**src/rtl/ppd_pkg.sv**
```systemverilog
package ppd_pkg;
    typedef enum logic [1:0] {
        PS_IDLE = 2'd0,
        PS_LEAD = 2'd1,
        PS_LAG  = 2'd2
    } pol_state_t;

    localparam int SRC_REF = 0;
    localparam int SRC_FB  = 1;
    localparam int NUM_SRC = 2;
endpackage

```
**src/rtl/ppd_edge.sv**
```systemverilog
module ppd_edge (
    input  logic clk,
    input  logic rst_n,
    input  logic sig_in,
    output logic rise
);
    logic prev_q;

    always_ff @(posedge clk or negedge rst_n) begin
        if (!rst_n) prev_q <= 1'b0;
        else        prev_q <= sig_in;
    end

    assign rise = sig_in & ~prev_q;
endmodule

```
**src/rtl/ppd_fsm.sv**
```systemverilog
module ppd_fsm
    import ppd_pkg::*;
(
    input  logic clk,
    input  logic rst_n,
    input  logic clear_n,
    input  logic enable,
    input  logic rise_ref,
    input  logic rise_fb,
    output logic raw_up,
    output logic raw_dn
);
    pol_state_t state_q, state_d;

    always_comb begin
        state_d = state_q;
        if (!clear_n) begin
            state_d = PS_IDLE;
        end else begin
            unique case (state_q)
                PS_IDLE: begin
                    if (enable && rise_ref)     state_d = PS_LEAD;
                    else if (enable && rise_fb) state_d = PS_LAG;
                end
                PS_LEAD: state_d = PS_LEAD;
                PS_LAG:  state_d = PS_LAG;
                default: state_d = PS_IDLE;
            endcase
        end
    end

    always_ff @(posedge clk or negedge rst_n) begin
        if (!rst_n) state_q <= PS_IDLE;
        else        state_q <= state_d;
    end

    always_comb begin
        raw_up = 1'b0;
        raw_dn = 1'b0;
        unique case (state_q)
            PS_IDLE: ;
            PS_LEAD: raw_up = 1'b1;
            PS_LAG:  raw_dn = 1'b1;
            default: ;
        endcase
    end
endmodule

```
**src/rtl/ppd_result.sv**
```systemverilog
module ppd_result (
    input  logic clk,
    input  logic rst_n,
    input  logic raw_up,
    input  logic raw_dn,
    input  logic get,
    input  logic judge,
    output logic flag_lead,
    output logic flag_lag,
    output logic flag_flip
);
    logic reversed;

    assign reversed = (raw_up & flag_lag) | (raw_dn & flag_lead);

    always_ff @(posedge clk or negedge rst_n) begin
        if (!rst_n) begin
            flag_lead <= 1'b0;
            flag_lag  <= 1'b0;
            flag_flip <= 1'b0;
        end else begin
            if (get) begin
                flag_lead <= raw_up;
                flag_lag  <= raw_dn;
            end
            if (judge) flag_flip <= reversed;
        end
    end
endmodule

```
**src/rtl/phase_sign_detector.sv**
```systemverilog
module phase_sign_detector
    import ppd_pkg::*;
(
    input  logic clk,
    input  logic rst_n,
    input  logic ref_in,
    input  logic fb_in,
    input  logic cmd_enable,
    input  logic cmd_clear_n,
    input  logic cmd_get,
    input  logic cmd_judge,
    output logic flag_lead,
    output logic flag_lag,
    output logic flag_flip
);
    logic [NUM_SRC-1:0] src_vec;
    logic [NUM_SRC-1:0] rise_vec;
    logic raw_up, raw_dn;

    assign src_vec[SRC_REF] = ref_in;
    assign src_vec[SRC_FB]  = fb_in;

    for (genvar g = 0; g < NUM_SRC; g++) begin : g_edge
        ppd_edge u_edge (
            .clk    (clk),
            .rst_n  (rst_n),
            .sig_in (src_vec[g]),
            .rise   (rise_vec[g])
        );
    end

    ppd_fsm u_fsm (
        .clk      (clk),
        .rst_n    (rst_n),
        .clear_n  (cmd_clear_n),
        .enable   (cmd_enable),
        .rise_ref (rise_vec[SRC_REF]),
        .rise_fb  (rise_vec[SRC_FB]),
        .raw_up   (raw_up),
        .raw_dn   (raw_dn)
    );

    ppd_result u_result (
        .clk       (clk),
        .rst_n     (rst_n),
        .raw_up    (raw_up),
        .raw_dn    (raw_dn),
        .get       (cmd_get),
        .judge     (cmd_judge),
        .flag_lead (flag_lead),
        .flag_lag  (flag_lag),
        .flag_flip (flag_flip)
    );
endmodule

```
**config.mk**
```make
export PLATFORM = sky130hd
export DESIGN_NAME = phase_sign_detector
export DESIGN_NICKNAME = d
export VERILOG_FILES = /design/src/rtl/ppd_pkg.sv /design/src/rtl/ppd_edge.sv /design/src/rtl/ppd_fsm.sv /design/src/rtl/ppd_result.sv /design/src/rtl/phase_sign_detector.sv
export SDC_FILE = /design/constraint.sdc
export NUM_CORES = 1
export LEC_CHECK = 0
export BUFFER_PORTS_ARGS = -buffer_cell sky130_fd_sc_hd__buf_2
export CAP_MARGIN = 30
export CORE_AREA = 2 2 39 41
export DETAILED_ROUTE_END_ITERATION = 16
export DIE_AREA = 0 0 41 43
export HOLD_SLACK_MARGIN = 0.02
export SLEW_MARGIN = 30
export SYNTH_ARGS = -nofsm -noshare
export SYNTH_HDL_FRONTEND = slang
export SYNTH_SLANG_ARGS = --single-unit
```
**constraint.sdc**
```tcl
create_clock -name clk -period 1.4 [get_ports clk]
set_input_delay 0.35 -clock clk [delete_from_list [all_inputs] [get_ports clk]]
set_output_delay 0.35 -clock clk [all_outputs]
set_load 0.005 [all_outputs]
```
==> flow_summary_export.csv, run 1 <==
group,metric,value,unit
place,dpl-instance-area,377,sq um
global_route,grtUsageMet1,8.52,%
clock_tree,cts_root_buffer,"sky130_fd_sc_hd__clkbuf_4",
detailed_routing,avgViaCountPerCell,4.20,
min_path,hp-start,"fb_in",
final_layout,finish.instance_area,413,sq um
setup_path,critical_path_buf_inv_count,1,
timing,clock-skew-final,3.76,ps
clock_tree,clock_path_buffers,2,
setup_path,timing.critical_path.required,1050,ps
timing,fmaxAchievable,898,MHz
clock_tree,worst_setup_hold_path_clk_slew,50,ps
floorplan,dieArea,1760,sq um
final_layout,num-nets-final,49,
setup_path,critPathArrivalTime,760,ps
timing,transition_time_of_the_tightest_slew_check_pin,172,ps
clock_tree,cts_tree,"yes",
global_route,grt.met3_usage,6.28,%
final_layout,finalNonFillerCells,56,
synthesis,synth.net_count,33,
clock_tree,clk_sinks,7,
pwr,ir_worst_vdd,0.492,mV
run,cap_violations,0,
detailed_routing,detail_route.iter0.violations,5,
floorplan,die_h,43,um
global_route,antenna_found_initial,0,
setup_path,crit_path_max_fanout,3,
setup_path,worstSetupEndpointType,"output port",
clock_tree,cts_setup_buffers,0,
final_layout,syn2layout_area_growth,34.7,%
timing,hold_violations,0,
detailed_routing,first_pass_iters,3,
global_route,overflow,0,
final_layout,mostFrequentLayoutCells,"sky130_fd_sc_hd__buf_2, sky130_fd_sc_hd__dfrtp_1, sky130_fd_sc_hd__nand3b_1",
setup_path,crit_path_start_kind,"flip-flop",
setup_path,cp_slowest_cell,"sky130_fd_sc_hd__dfrtp_1",
floorplan,floorplan_core_area,1380,sq um
place,placed_cells,51,
timing,final_min_period_over_clock_period,79.5,%
setup_path,cp_cell_sequence,"buf_2",
pwr,power.density_cell_area,1090,nW/um^2
setup_path,rr_startpoint,"u_fsm.state_q[0]$_DFFE_PN0P_",
clock_tree,cts-htree-levels,1,
floorplan,die_wd,41,um
detailed_routing,drtAntennaViolNets,0,
place,portBuffers,10,
clock_tree,numCtsBuffers,3,
synthesis,synth.distinct_cells,12,
clock_tree,clock_latency,250,ps
timing,maxSlewViolCount,0,
final_layout,diodes,0,
global_route,grt_use_met2,10.9,%
final_layout,post_route_cells_drive_above_1_share,37.5,%
setup_path,critical-path-top-delay-family,"flip-flops",
detailed_routing,wl_per_cell,9.86,um
setup_path,critical_path_class,"reg2out",
synthesis,sequential_share_of_the_synthesized_area,57.1,%
global_route,global_route.peak_usage_layer,"met2",
timing,rsz_0062_raised_after_global_routing,"no",
synthesis,synth_seq_cells,7,
pwr,leakage_power,0.198,nW
status,outcome,"complete, no violations",
detailed_routing,detailroute.via_count,235,
global_route,grt_use_total,7.68,%
global_route,grt_pass1_wl,869,um
detailed_routing,detail_route.drc_violations,0,
timing,report.final.setup_viol,0,
synthesis,synthesis.instances,25,
timing,finalHoldWorstSlack,227,ps
pwr,fin_total_pwr,0.449,mW
place,gp_routability_congestion,0.652,
timing,setup-tns-final,0,ps
floorplan,floorplan.initialDensity,22.2,%
floorplan,ioPinCount,11,
synthesis,post_synthesis_cell_area,307,sq um
setup_path,timing.critical_path.from,"u_result.flag_lead$_DFFE_PN0P_",
min_path,min_path_type,"in2reg",
synthesis,synth_warnings,0,
timing,finalWorstPathRequiredPeriod,1110,ps
synthesis,mean_instance_size_in_the_synthesized_netlist,12.3,sq um
floorplan,fp-row-count,14,
detailed_routing,final_routed_wirelength_across_all_metal_layers,552,um
setup_path,cpPeakStageDelay,390,ps
global_route,maximum_number_of_pins_on_one_net_before_global_route_repair,8,
final_layout,layout_commonest_cell,"sky130_fd_sc_hd__buf_2",
timing,maxSlewHeadroom,88.5,%
global_route,first_global_vias,221,
[cell usage after synthesis (all sizes together)]
cell / number / share of area (%)
nand3b: 6 / 19
nor2: 1 / 1.2
a31o: 1 / 2.9
a31oi: 1 / 2.0
o31ai: 1 / 4.1
dfrtp: 7 / 57
inv: 2 / 2.4
nand2b: 2 / 4.1
nor2b: 2 / 4.1
o21ai: 1 / 1.6
a21oi: 1 / 1.6
[per-stage QoR]
step	util [%]	setup WS [ps]
final	29.8	287
after global routing	29.8	241
after CTS	29.8	271
after detailed placement	27.2	498
after global placement	27.2	509
after floorplan	-	613
[cell families after synthesis]
family,share of synthesized area [%]
flops,57.1
simple gates,28.2
compound gates,12.2
buf+inv,2.45
[report_power, final]
part | leakage, nW | switching [mW] | total [mW] | internal (mW)
Clock | 0.0150 | 0.0718 | 0.180 | 0.109
Combinational | 0.0923 | 0.0209 | 0.0468 | 0.0258
Sequential | 0.0903 | 0.00826 | 0.222 | 0.214
Total | 0.198 | 0.101 | 0.449 | 0.348
[metal layers]
layer | wire length [um] | vias to the layer above
met4 | 0 | 0
met3 | 57 | 0
met2 | 237 | 11
li1 | - | 119
met5 | 0 | -
met1 | 257 | 105
[final cells by class]
| cell class | instances | area, sq um |
|---|---|---|
| well taps | 16 | 20.0 |
| flip-flops and latches | 7 | 175 |
| repair buffers | 11 | 60.1 |
| multi-input cells | 16 | 124 |
| inverters | 2 | 7.51 |
| clock buffers | 4 | 26.3 |
| fillers | 145 | 971 |
[final timing paths]
path                            depth (start not counted)  slack, ps                           endpoint
worst max-delay path                                    1        290                          flag_lead
worst min-delay path                                    1        230  g_edge[1].u_edge.prev_q$_DFF_PN0_
worst max register to register                          2        540     u_result.flag_flip$_DFFE_PN0P_
worst min register to register                          2        510       u_fsm.state_q[1]$_DFFE_PN0P_
max in group asynchronous                               2        780  g_edge[1].u_edge.prev_q$_DFF_PN0_
min in group asynchronous                               2        460     u_result.flag_lead$_DFFE_PN0P_
[repair_timing]
action                                  in CTS  in global routing
endpoints found under the setup margin       0                  0
resized for setup                            0                  0
hold buffers                                 1                  0
hold endpoints to repair                     7                  0
[state kept, by name (all words and copies together) (netlist names)]
signal,flops
u_result.flag_flip,1
u_fsm.state_q,2
u_result.flag_lag,1
u_result.flag_lead,1
g_edge.u_edge.prev_q,2
[worst register-to-register path, stage by stage (launching register included)]
cell and delay (ps):
sky130_fd_sc_hd__dfrtp_1 430, sky130_fd_sc_hd__nand3b_1 180, sky130_fd_sc_hd__a31oi_1 170
Power figures use the tool's default switching activity.
==> run 2, diff against run 1 <==
==> constraint.sdc (replaced) <==
create_clock -name clk -period 0.9 [get_ports clk]
set_input_delay 0.225 -clock clk [delete_from_list [all_inputs] [get_ports clk]]
set_output_delay 0.225 -clock clk [all_outputs]
set_load 0.005 [all_outputs]
==> flow_summary_export.csv, run 2 (synthesized netlist as in run 1, its figures left out) <==
group,metric,value,unit
final_layout,post_route_cells_drive_above_1_share,44.2,%
global_route,maximum_number_of_pins_on_one_net_before_global_route_repair,8,
setup_path,worstSetupEndpointType,"output port",
timing,hold_violations,0,
setup_path,cp_cell_sequence,"buf_2",
pwr,ir_worst_vdd,0.821,mV
setup_path,crit_path_max_fanout,3,
status,outcome,"finished with violations",
global_route,grt_pass1_wl,938,um
detailed_routing,detail_route.drc_violations,0,
detailed_routing,detail_route.iter0.violations,4,
min_path,hp-start,"fb_in",
run,cap_violations,0,
final_layout,biggestRegsByFlops,"g_edge.u_edge.prev_q x2, u_fsm.state_q x2",
timing,setup-tns-final,-251,ps
setup_path,cpPeakStageDelay,380,ps
min_path,min_path_type,"in2reg",
timing,clock-skew-final,8.48,ps
floorplan,dieArea,1760,sq um
final_layout,finalNonFillerCells,59,
timing,maxSlewHeadroom,88.6,%
place,portBuffers,10,
floorplan,die_h,43,um
floorplan,fp-row-count,14,
final_layout,num-nets-final,52,
final_layout,fillers,152,
global_route,antenna_found_initial,0,
timing,rsz_0062_raised_after_global_routing,"yes",
timing,transition_time_of_the_tightest_slew_check_pin,170,ps
detailed_routing,drtAntennaViolNets,0,
global_route,overflow,0,
final_layout,diodes,0,
detailed_routing,first_pass_iters,3,
timing,finalWorstPathRequiredPeriod,997,ps
detailed_routing,final_routed_wirelength_across_all_metal_layers,609,um
setup_path,cp_slowest_cell,"sky130_fd_sc_hd__dfrtp_1",
detailed_routing,avgViaCountPerCell,4.12,
place,placed_cells,51,
setup_path,crit_path_start_kind,"flip-flop",
setup_path,critical_path_buf_inv_count,1,
final_layout,mostFrequentLayoutCells,"sky130_fd_sc_hd__buf_2, sky130_fd_sc_hd__dfrtp_1, sky130_fd_sc_hd__nand3b_1",
final_layout,layout_commonest_cell,"sky130_fd_sc_hd__buf_2",
floorplan,floorplan_core_area,1380,sq um
timing,worst_slack,-96.6,ps
setup_path,critical-path-top-delay-family,"flip-flops",
timing,fmaxAchievable,1000,MHz
pwr,leakage_power,0.211,nW
setup_path,r2r_cells,4,
detailed_routing,wl_per_cell,10.3,um
final_layout,syn2layout_area_growth,42.4,%
global_route,grt_use_total,9.11,%
clock_tree,cts_tree,"yes",
timing,final_min_period_over_clock_period,111,%
min_path,hold_path_end,"g_edge[1].u_edge.prev_q$_DFF_PN0_",
place,gp_routability_congestion,0.699,
status,violations,"setup timing",
setup_path,reg2reg_to,"u_result.flag_flip$_DFFE_PN0P_",
min_path,timing.hold.worst_path_depth,1,
floorplan,die_wd,41,um
setup_path,rr_startpoint,"u_result.flag_flip$_DFFE_PN0P_",
timing,report.final.setup_viol,3,
detailed_routing,detailroute.via_count,243,
floorplan,ioPinCount,11,
clock_tree,cts-htree-levels,1,
clock_tree,cts_root_buffer,"sky130_fd_sc_hd__clkbuf_4",
clock_tree,worst_setup_hold_path_clk_slew,60,ps
global_route,first_global_vias,218,
setup_path,regToRegSetupSlack,40,ps
clock_tree,numCtsBuffers,3,
setup_path,critical_path_class,"reg2out",
clock_tree,clock_latency,260,ps
pwr,power.density_cell_area,1660,nW/um^2
timing,maxSlewViolCount,0,
setup_path,critPathArrivalTime,770,ps
clock_tree,clock_path_buffers,2,
clock_tree,clk_sinks,7,
floorplan,floorplan.initialDensity,22.2,%
setup_path,timing.critical_path.required,670,ps
run 2: changes by cell type in the layout (fill, tap and decap cells not counted), sizes merged:
| cell | previous run | this run |
|---|---|---|
| buf | 10 | 13 |
run 2: how the worst max path moves through the flow:
stage	start	endpoint	slack, ps	cells past startpoint
6_report	u_result.flag_lag$_DFFE_PN0P_	flag_lag	-100	1
5_1_grt	u_result.flag_lag$_DFFE_PN0P_	flag_lag	-150	1
4_1_cts	u_result.flag_lag$_DFFE_PN0P_	flag_lag	-110	1
3_5_place_dp	u_fsm.state_q[1]$_DFFE_PN0P_	u_result.flag_flip$_DFFE_PN0P_	60	2
3_3_place_gp	u_fsm.state_q[0]$_DFFE_PN0P_	u_result.flag_flip$_DFFE_PN0P_	80	2
2_1_floorplan	u_result.flag_lag$_DFFE_PN0P_	u_result.flag_lag$_DFFE_PN0P_	110	2
run 2: timing repair:
action                                 in CTS  in global routing
hold buffers                                1                  0
setup buffers                               2                  1
pin swaps                                   0                  0
cloned                                      0                  0
setup endpoints to repair                   3                  5
resized for setup                           0                  1
endpoints found under the hold margin       7                  0
run 2: power breakdown:
group / internal (mW) / total, mW / switching [mW] / leakage [nW]
sequential: 0.333 / 0.345 / 0.0119 / 0.0888
combinational: 0.0515 / 0.0882 / 0.0367 / 0.108
clock: 0.170 / 0.294 / 0.124 / 0.0150
run 2: final cells by class:
| type | count | area [sq um] | share of cell area, % |
|---|---|---|---|
| Clock buffer | 4 | 26.3 | 6.02 |
| Inverter | 2 | 7.51 | 1.72 |
| Sequential cell | 7 | 176 | 40.4 |
| Tap cell | 16 | 20.0 | 4.58 |
| Timing Repair Buffer | 14 | 82.6 | 18.9 |
| Multi-Input combinational cell | 16 | 124 | 28.4 |
run 2: per-layer routing:
| layer | vias to the layer above | share of wire, % | track usage (%) |
|---|---|---|---|
| li1 | 124 | - | - |
| met1 | 104 | 48 | 11.6 |
| met2 | 15 | 37 | 9.69 |
| met3 | 0 | 14 | 9.42 |
| met4 | 0 | 0 | 4.00 |
| met5 | - | 0 | 0 |
run 2: metrics by stage:
step | setup slack [ps] | util, % | hold slack [ps] | total power, mW | instance area (sq um)
global route | -154 | 31.6 | 70.2 | 0.792 | 437
floorplan | 113 | - | -70.6 | 0.379 | 307
detailed placement | 62.3 | 27.2 | 67.8 | 0.422 | 377
finish | -96.6 | 31.6 | 96.0 | 0.727 | 437
CTS | -113 | 30.9 | 84.3 | 0.745 | 428
global placement | 80.0 | 27.2 | 69.1 | 0.421 | 377
